$ cat src/rtl/irq_csr_pkg.sv
`timescale 1ns/1ps
package irq_csr_pkg;
  localparam int HALF_W = 32;
  localparam int FULL_W = 2 * HALF_W;
  localparam int ADDR_W = 12;
  localparam int GRP_W  = 4;
  localparam int STD_W  = 3 * GRP_W;
  localparam int LOCAL_LO = 16;

  localparam logic [ADDR_W-1:0] A_EN_LO = 12'h304;
  localparam logic [ADDR_W-1:0] A_EN_HI = 12'h314;
  localparam logic [ADDR_W-1:0] A_PD_LO = 12'h344;
  localparam logic [ADDR_W-1:0] A_PD_HI = 12'h354;
  localparam logic [ADDR_W-1:0] A_DG_LO = 12'h303;
  localparam logic [ADDR_W-1:0] A_DG_HI = 12'h313;

  localparam logic [FULL_W-1:0] STD_EN_BITS = 64'h0000_0000_0000_0777;
  localparam logic [FULL_W-1:0] DELEG_WMASK = 64'h0000_0000_FFFF_0111;

  typedef enum logic [1:0] {
    SEL_NONE = 2'd0,
    SEL_EN   = 2'd1,
    SEL_PD   = 2'd2,
    SEL_DG   = 2'd3
  } reg_sel_e;

  // Visibility mask for a privilege mode: all local bits plus a per-group
  // prefix of (mode+1) bits in each of the three standard groups.
  function automatic logic [FULL_W-1:0] view_mask(input logic [1:0] mode);
    logic [GRP_W-1:0] grp;
    logic [FULL_W-1:0] m;
    grp = GRP_W'((5'd2 << mode) - 5'd1);
    m = '0;
    m[FULL_W-1:LOCAL_LO] = '1;
    m[STD_W-1:0] = {grp, grp, grp};
    return m;
  endfunction
endpackage

$ cat src/rtl/irq_csr_decode.sv
`timescale 1ns/1ps
module irq_csr_decode import irq_csr_pkg::*; #(
  parameter bit HAS_HIGH = 1'b1
) (
  input  logic [ADDR_W-1:0] addr_i,
  output reg_sel_e          sel_o,
  output logic              hi_o,
  output logic              legal_o,
  output logic [1:0]        mode_o
);
  reg_sel_e lo_sel, hi_sel;

  always_comb begin
    case (addr_i)
      A_EN_LO: lo_sel = SEL_EN;
      A_PD_LO: lo_sel = SEL_PD;
      A_DG_LO: lo_sel = SEL_DG;
      default: lo_sel = SEL_NONE;
    endcase
  end

  generate
    if (HAS_HIGH) begin : g_high
      always_comb begin
        case (addr_i)
          A_EN_HI: hi_sel = SEL_EN;
          A_PD_HI: hi_sel = SEL_PD;
          A_DG_HI: hi_sel = SEL_DG;
          default: hi_sel = SEL_NONE;
        endcase
      end
    end else begin : g_no_high
      assign hi_sel = SEL_NONE;
    end
  endgenerate

  always_comb begin
    hi_o    = (hi_sel != SEL_NONE);
    sel_o   = hi_o ? hi_sel : lo_sel;
    legal_o = (sel_o != SEL_NONE);
    mode_o  = addr_i[9:8];
  end
endmodule

$ cat src/rtl/irq_csr_split_reg.sv
`timescale 1ns/1ps
module irq_csr_split_reg import irq_csr_pkg::*; (
  input  logic              clk,
  input  logic              rst,
  input  logic              wr_i,
  input  logic              hi_i,
  input  logic [HALF_W-1:0] wdata_i,
  input  logic [FULL_W-1:0] wmask_i,
  output logic [FULL_W-1:0] q_o
);
  logic [FULL_W-1:0] lane, placed, eff;

  always_comb begin
    lane   = hi_i ? {{HALF_W{1'b1}}, {HALF_W{1'b0}}} : {{HALF_W{1'b0}}, {HALF_W{1'b1}}};
    placed = hi_i ? {wdata_i, {HALF_W{1'b0}}} : {{HALF_W{1'b0}}, wdata_i};
    eff    = lane & wmask_i;
  end

  always_ff @(posedge clk) begin
    if (rst) q_o <= '0;
    else if (wr_i) q_o <= (q_o & ~eff) | (placed & eff);
  end


  lo_write_keeps_hi_chk: assert property (@(posedge clk) disable iff (rst)
    (wr_i && !hi_i) |=> $stable(q_o[FULL_W-1:HALF_W]));

  hi_write_keeps_lo_chk: assert property (@(posedge clk) disable iff (rst)
    (wr_i && hi_i) |=> $stable(q_o[HALF_W-1:0]));

  fixed_bits_hold_chk: assert property (@(posedge clk) disable iff (rst)
    wr_i |=> (((q_o ^ $past(q_o)) & ~$past(wmask_i)) == '0));
endmodule

$ cat src/rtl/irq_csr_rdmux.sv
`timescale 1ns/1ps
module irq_csr_rdmux import irq_csr_pkg::*; (
  input  reg_sel_e          sel_i,
  input  logic              hi_i,
  input  logic [1:0]        mode_i,
  input  logic [FULL_W-1:0] en_i,
  input  logic [FULL_W-1:0] pd_i,
  input  logic [FULL_W-1:0] dg_i,
  output logic [HALF_W-1:0] word_o
);
  logic [FULL_W-1:0] full, shown;

  always_comb begin
    case (sel_i)
      SEL_EN:  full = en_i;
      SEL_PD:  full = pd_i;
      SEL_DG:  full = dg_i;
      default: full = '0;
    endcase
    shown  = full & view_mask(mode_i);
    word_o = hi_i ? shown[FULL_W-1:HALF_W] : shown[HALF_W-1:0];
  end
endmodule

$ cat src/rtl/irq_csr_unit.sv
`timescale 1ns/1ps
module irq_csr_unit import irq_csr_pkg::*; #(
  parameter bit                HAS_HIGH       = 1'b1,
  parameter logic [FULL_W-1:0] EN_CUSTOM_MASK = '1,
  parameter logic [FULL_W-1:0] HW_PEND_MASK   = 64'h0000_0000_0000_0888
) (
  input  logic              clk,
  input  logic              rst,
  input  logic [ADDR_W-1:0] csr_addr_i,
  input  logic [HALF_W-1:0] csr_wdata_i,
  input  logic              csr_we_i,
  input  logic              csr_re_i,
  input  logic [FULL_W-1:0] hw_pend_i,
  output logic [HALF_W-1:0] csr_rdata_o,
  output logic              csr_illegal_o,
  output logic              recheck_o
);
  reg_sel_e          sel;
  logic              hi, legal;
  logic [1:0]        mode;
  logic [FULL_W-1:0] vmask, en_q, pd_q, dg_q, pd_view;
  logic [FULL_W-1:0] en_wm, pd_wm, dg_wm;
  logic              wr_ok, en_wr, pd_wr, dg_wr;
  logic [HALF_W-1:0] rd_word;

  irq_csr_decode #(.HAS_HIGH(HAS_HIGH)) u_dec (
    .addr_i(csr_addr_i), .sel_o(sel), .hi_o(hi), .legal_o(legal), .mode_o(mode)
  );

  always_comb begin
    vmask = view_mask(mode);
    en_wm = vmask & EN_CUSTOM_MASK & ~STD_EN_BITS;
    pd_wm = vmask & ~HW_PEND_MASK;
    dg_wm = vmask & DELEG_WMASK;
    wr_ok = csr_we_i && legal;
    en_wr = wr_ok && (sel == SEL_EN);
    pd_wr = wr_ok && (sel == SEL_PD);
    dg_wr = wr_ok && (sel == SEL_DG);
    pd_view = (pd_q & ~HW_PEND_MASK) | (hw_pend_i & HW_PEND_MASK);
  end

  irq_csr_split_reg u_en (
    .clk(clk), .rst(rst), .wr_i(en_wr), .hi_i(hi), .wdata_i(csr_wdata_i),
    .wmask_i(en_wm), .q_o(en_q)
  );
  irq_csr_split_reg u_pd (
    .clk(clk), .rst(rst), .wr_i(pd_wr), .hi_i(hi), .wdata_i(csr_wdata_i),
    .wmask_i(pd_wm), .q_o(pd_q)
  );
  irq_csr_split_reg u_dg (
    .clk(clk), .rst(rst), .wr_i(dg_wr), .hi_i(hi), .wdata_i(csr_wdata_i),
    .wmask_i(dg_wm), .q_o(dg_q)
  );

  irq_csr_rdmux u_mux (
    .sel_i(sel), .hi_i(hi), .mode_i(mode), .en_i(en_q), .pd_i(pd_view),
    .dg_i(dg_q), .word_o(rd_word)
  );

  always_ff @(posedge clk) begin
    if (rst) begin
      csr_rdata_o   <= '0;
      csr_illegal_o <= 1'b0;
      recheck_o     <= 1'b0;
    end else begin
      csr_rdata_o   <= (csr_re_i && legal) ? rd_word : '0;
      csr_illegal_o <= (csr_re_i || csr_we_i) && !legal;
      recheck_o     <= en_wr;
    end
  end


  recheck_follows_en_wr_chk: assert property (@(posedge clk) disable iff (rst)
    (csr_we_i && legal && sel == SEL_EN) |=> recheck_o);

  recheck_needs_write_chk: assert property (@(posedge clk) disable iff (rst)
    recheck_o |-> $past(csr_we_i));

  illegal_reads_zero_chk: assert property (@(posedge clk) disable iff (rst)
    csr_illegal_o |-> (csr_rdata_o == '0));

  idle_outputs_quiet_chk: assert property (@(posedge clk) disable iff (rst)
    !(csr_re_i || csr_we_i) |=> (!csr_illegal_o && csr_rdata_o == '0 && !recheck_o));
endmodule

$ cat config.mk
export PLATFORM = sky130hd
export DESIGN_NAME = irq_csr_unit
export DESIGN_NICKNAME = d
export VERILOG_FILES = /design/src/rtl/irq_csr_pkg.sv /design/src/rtl/irq_csr_decode.sv /design/src/rtl/irq_csr_split_reg.sv /design/src/rtl/irq_csr_rdmux.sv /design/src/rtl/irq_csr_unit.sv
export SDC_FILE = /design/constraint.sdc
export NUM_CORES = 1
export LEC_CHECK = 0
export ABC_AREA = 1
export BUFFER_PORTS_ARGS = -buffer_cell sky130_fd_sc_hd__buf_4
export CORE_MARGIN = 2
export CORE_UTILIZATION = 44
export DETAILED_ROUTE_END_ITERATION = 12
export GPL_TIMING_DRIVEN = 0
export PLACE_DENSITY = 0.76
export SYNTH_ARGS = -nofsm -noshare
export SYNTH_HDL_FRONTEND = slang
export SYNTH_SLANG_ARGS = --single-unit
$ cat constraint.sdc
create_clock -name clk -period 3.25 [get_ports clk]
set_clock_uncertainty 0.2 [all_clocks]
set_input_delay 0.65 -clock clk [delete_from_list [all_inputs] [get_ports clk]]
set_output_delay 0.65 -clock clk [all_outputs]
set_load 0.05 [all_outputs]
Word level (Yosys, flattened, before mapping)
Cells that the tools add are included.
{ "totals": {"ff_bits": 226, "ram_bits": 0, "elab_cells": 53, "latchBits": 0, "n_memories": 0, "mem_bits_ro": 0} }
{ "op_classes": {"n_bitwise": 18, "mul": 0, "shifts": 1, "n_eq_ne": 9, "n_addsub": 1, "n_reduce_logical": 11, "magnitude_cmp": 0, "n_div": 0, "n_mux": 7} }
{ "op_table": {"columns": ["cell", "n"], "rows": [
  ["$and A64 B64 Y64", 9],
  ["$not A64 Y64", 3],
  ["$or A64 B64 Y64", 3],
  ["$pmux W64 S3", 1],
  ["$mux W64", 2],
  ["$eq A12 B10 Y1 const B", 6],
  ["$and A64 B32 Y64", 1],
  ["$or A64 B12 Y64", 1],
  ["$mux W32", 1],
  ["$pmux W2 S3", 2],
  ["$logic_and A1 B1 Y1", 6],
  ["$eq A2 B2 Y1 const B", 2],
  ["$reduce_bool A2 Y1", 2],
  ["$shl A2 B2 Y4 const A", 1],
  ["$sub A4 B1 Y4 const B", 1],
  ["$eq A2 B1 Y1 const B", 1],
  ["$mux W2", 1],
  ["$reduce_or A2 Y1", 1],
  ["$logic_not A1 Y1", 1],
  ["$logic_or A1 B1 Y1", 1],
  ["$not A1 Y1", 1]
]} }

Longest topological paths before layout
{ "logic_depth": {"ltp_word": 8, "depth_mapped": 14} }

By module
Synthesis repeated with hierarchy kept, for this count alone.
{ "unflattened": {"hier_cells": 1954, "hier_area_um2": 12894.9} }
{ "by_module_without_submodules": {"columns": ["mod", "instances", "seq_area_each_um2", "cells_each", "area_each_um2"], "rows": [
  ["irq_csr_split_reg", 3, 1281.2, 470, 3278.1],
  ["irq_csr_rdmux", 1, 0.0, 381, 1712.9],
  ["irq_csr_unit", 1, 680.7, 118, 1131.1],
  ["irq_csr_decode", 1, 0.0, 45, 216.5]
]} }

Worst setup path after synthesis
Ideal clock, no wire load.
{ "synth_path": {"kind": "input -> register", "from": "input port csr_addr_i[9]", "to": "register with a tool-made name", "n_path_buf": 2, "required_ns": 2.935, "setup_slack_ns": 1.039, "t_arrival_ns": 1.896, "path_stages": 11, "cell_sequence": "nand2_1 -> nor2_4 -> nand2_1 -> nand2_1 -> nand2_1 -> nand2_2 -> nor2_1 -> buf_2 -> buf_4 -> a21oi_1 -> nor2_1"} }
{ "synth_lines": {"columns": ["item", "line", "rtl"], "rows": [
  ["start: declaration", "irq_csr_unit.sv:9", "input logic [ADDR_W-1:0] csr_addr_i,"]
]} }

==> results_dict.tcl <==
set metrics [dict create \
    grt_pass1_vias 6562 \
    portBuffers 84 \
    clock_tree.buffer_depth 2 \
    cts_setup_buffers 0 \
    drive_gt1_frac 0.150 \
    fin_setup_tns_ps 0 \
    crit_path_frequent_cell "nand2_1" \
    ant_nets 0 \
    drt_first_pass_iters 7 \
    fp.dieH_um 132 \
    synth_seq_cells 161 \
    outcome "finished, final reports clean" \
    setup_ws_ps 917 \
    grt_max_degree 17 \
    seq_area_frac_synth 0.444 \
    core-area_um2 16000 \
    post_cts_resized 0 \
    path_max_fanout 10 \
    design_area_um2 8760 \
    arrival_ps 2460 \
    drv_slew 0 \
    dieArea_um2 17500 \
    slowest_stage "nor2_1" \
    rsz0062_at_grt "false" \
    io_pins 146 \
    period_share 0.718 \
    fin_crit_ps 2330 \
    final_cell_mix "368 x nand2_1, 206 x nor2_1, 161 x dfxtp_1" \
    diodes 0 \
    clkLatencyLatePin_ps 430 \
    place.gp.congestion 0.902 \
    area_delta_synth_final_pct 20.7 \
    h-tree-depth 4 \
    cts_buffers 17 \
    cts_tree "yes" \
    setup_viol 0 \
    synth_nets 1224 \
    grt_pass1_wl_um 32800 \
    clock.fmax_ghz 0.429 \
    hold_viol 0 \
    critPathKind "in2reg" \
    dr.first_iter.drc_count 602 \
    fp.dieW_um 132 \
    via_count 7060 \
    nets 1327 \
    pwr_density_cell_nw_per_um2 474 \
    ir_drop_uv 361 \
    wire_per_inst_um 14.2 \
    maxCapViolCount 0 \
    synth_area_um2 7260 \
    mostFrequentLayoutCell "nand2_1" \
    hp-class "in2reg" \
    leakage_nw 4.50 \
    drt-total-wl_um 20500 \
    synth.avg_cell_area_um2 6.52 \
    antenna_found_initial 0 \
    clock-root-buffer "clkbuf_16" \
    start_util 0.453 \
    required_ps 3380 \
    cts_hold_buf 0 \
    clock_sink_count 161 \
    relSlewSlack 0.595 \
    slowest_delay_ps 270 \
    drc 0 \
    path_cells "buf_4 -> nand2_1 -> nor2_4 -> nand3_1 -> nand2_1 -> nor2_4 -> nand2_1 -> nor2_1 -> buf_4 -> buf_4 -> nand2_1 -> nand2_1 -> nor2_1" \
    synth_cell_types 23 \
    cp-end-kind "flop" \
    dpl_cell_area_um2 8160 \
    viasPerCell 4.89 \
    rows 46 \
    yosysWarnings 0 \
    path_clk_slew_ps 60 \
    dp_hpwl_um 14800 \
    startpoint_type "input pin" \
    dp_slack_ps 525 \
    tightestPinTransition_ps 606 \
    synth_cells 1112 \
    grt_overflow 0 \
    track_usage 0.235 \
]
## kinds of logic (layout without fill, tap and decap cells)
| kind of cell | after synthesis | after routing | share of synthesized area |
|---|---|---|---|
| DFF | 161 | 161 | 0.444 |
| buffers and inverters | 177 | 293 | 0.110 |
| AOI/OAI and AO/OA | 69 | 69 | 0.0498 |
| and+or+nand+nor | 705 | 705 | 0.396 |
## cell usage after synthesis
library cell,instances,share of area
nand2_1,368,0.19
nor2_1,206,0.11
dfxtp_1,161,0.44
nand3_1,111,0.077
inv_1,108,0.056
a21oi_1,42,0.029
buf_2,34,0.023
o21ai_0,24,0.017
clkbuf_1,12,0.0062
buf_4,10,0.010
buf_6,7,0.011
nand4_1,7,0.0060
inv_2,4,0.0021
nor2_2,4,0.0034
nand2_2,3,0.0026
a211oi_1,2,0.0021
buf_1,2,0.0010
nor2_4,2,0.0031
a21oi_4,1,0.0022
nand3_2,1,0.0014
nand3_4,1,0.0024
nand4_4,1,0.0029
nor3_1,1,0.00069
## worst paths after layout
| kind | startpoint | end | slack (ps) | depth (start not counted) |
|---|---|---|---|---|
| min | rst | csr_illegal_o | 230 | 2 |
| min reg2reg | flop | flop | 260 | 2 |
| max reg2reg | flop | csr_rdata_o[22] | 2220 | 4 |
| max | csr_addr_i[9] | flop | 920 | 13 |
## metal layers
layer / up-vias / wire [um] / part of all wire / track usage
li1: 3594 / - / - / -
met1: 3169 / 9250 / 0.45 / 0.321
met2: 253 / 9270 / 0.45 / 0.364
met3: 44 / 1450 / 0.071 / 0.0375
met4: 0 / 580 / 0.028 / 0.111
met5: - / 0 / 0 / 0
## area by class of cell
| class | instances | area [um^2] |
|---|---|---|
| sequential | 161 | 3220 |
| tap | 216 | 270 |
| buffer | 65 | 377 |
| multi-input combinational | 774 | 3240 |
| clock buffer | 20 | 467 |
| fill | 1577 | 7240 |
| timing repair buffer | 84 | 631 |
| clock inverter | 12 | 134 |
| inverter | 112 | 420 |
## where the power goes
group | total [W] | internal [W] | switching, W | leakage, nW
Sequential | 0.00197 | 0.00197 | 0.000000241 | 1.30
Combinational | 0.000162 | 0.0000604 | 0.000102 | 2.92
Clock | 0.00202 | 0.00119 | 0.000828 | 0.280
Total | 0.00416 | 0.00323 | 0.000930 | 4.50
## critical path: cells and delay by family
kind / cells / cell delay [ps]
buffers and inverters: 3 / 530
AND/OR/NAND/NOR: 10 / 1280
## per-stage QoR
stage | hold WS [ps] | std cells | power, W | utilization
2_1_floorplan | 232 | 1112 | 0.00208 | -
3_3_place_gp | 249 | 1412 | 0.00218 | 0.510
3_5_place_dp | 248 | 1412 | 0.00218 | 0.510
4_1_cts | 221 | 1444 | 0.00416 | 0.547
5_1_grt | 228 | 1444 | 0.00426 | 0.547
6_report | 232 | 1444 | 0.00416 | 0.547
(Power assumes the default switching activity.)
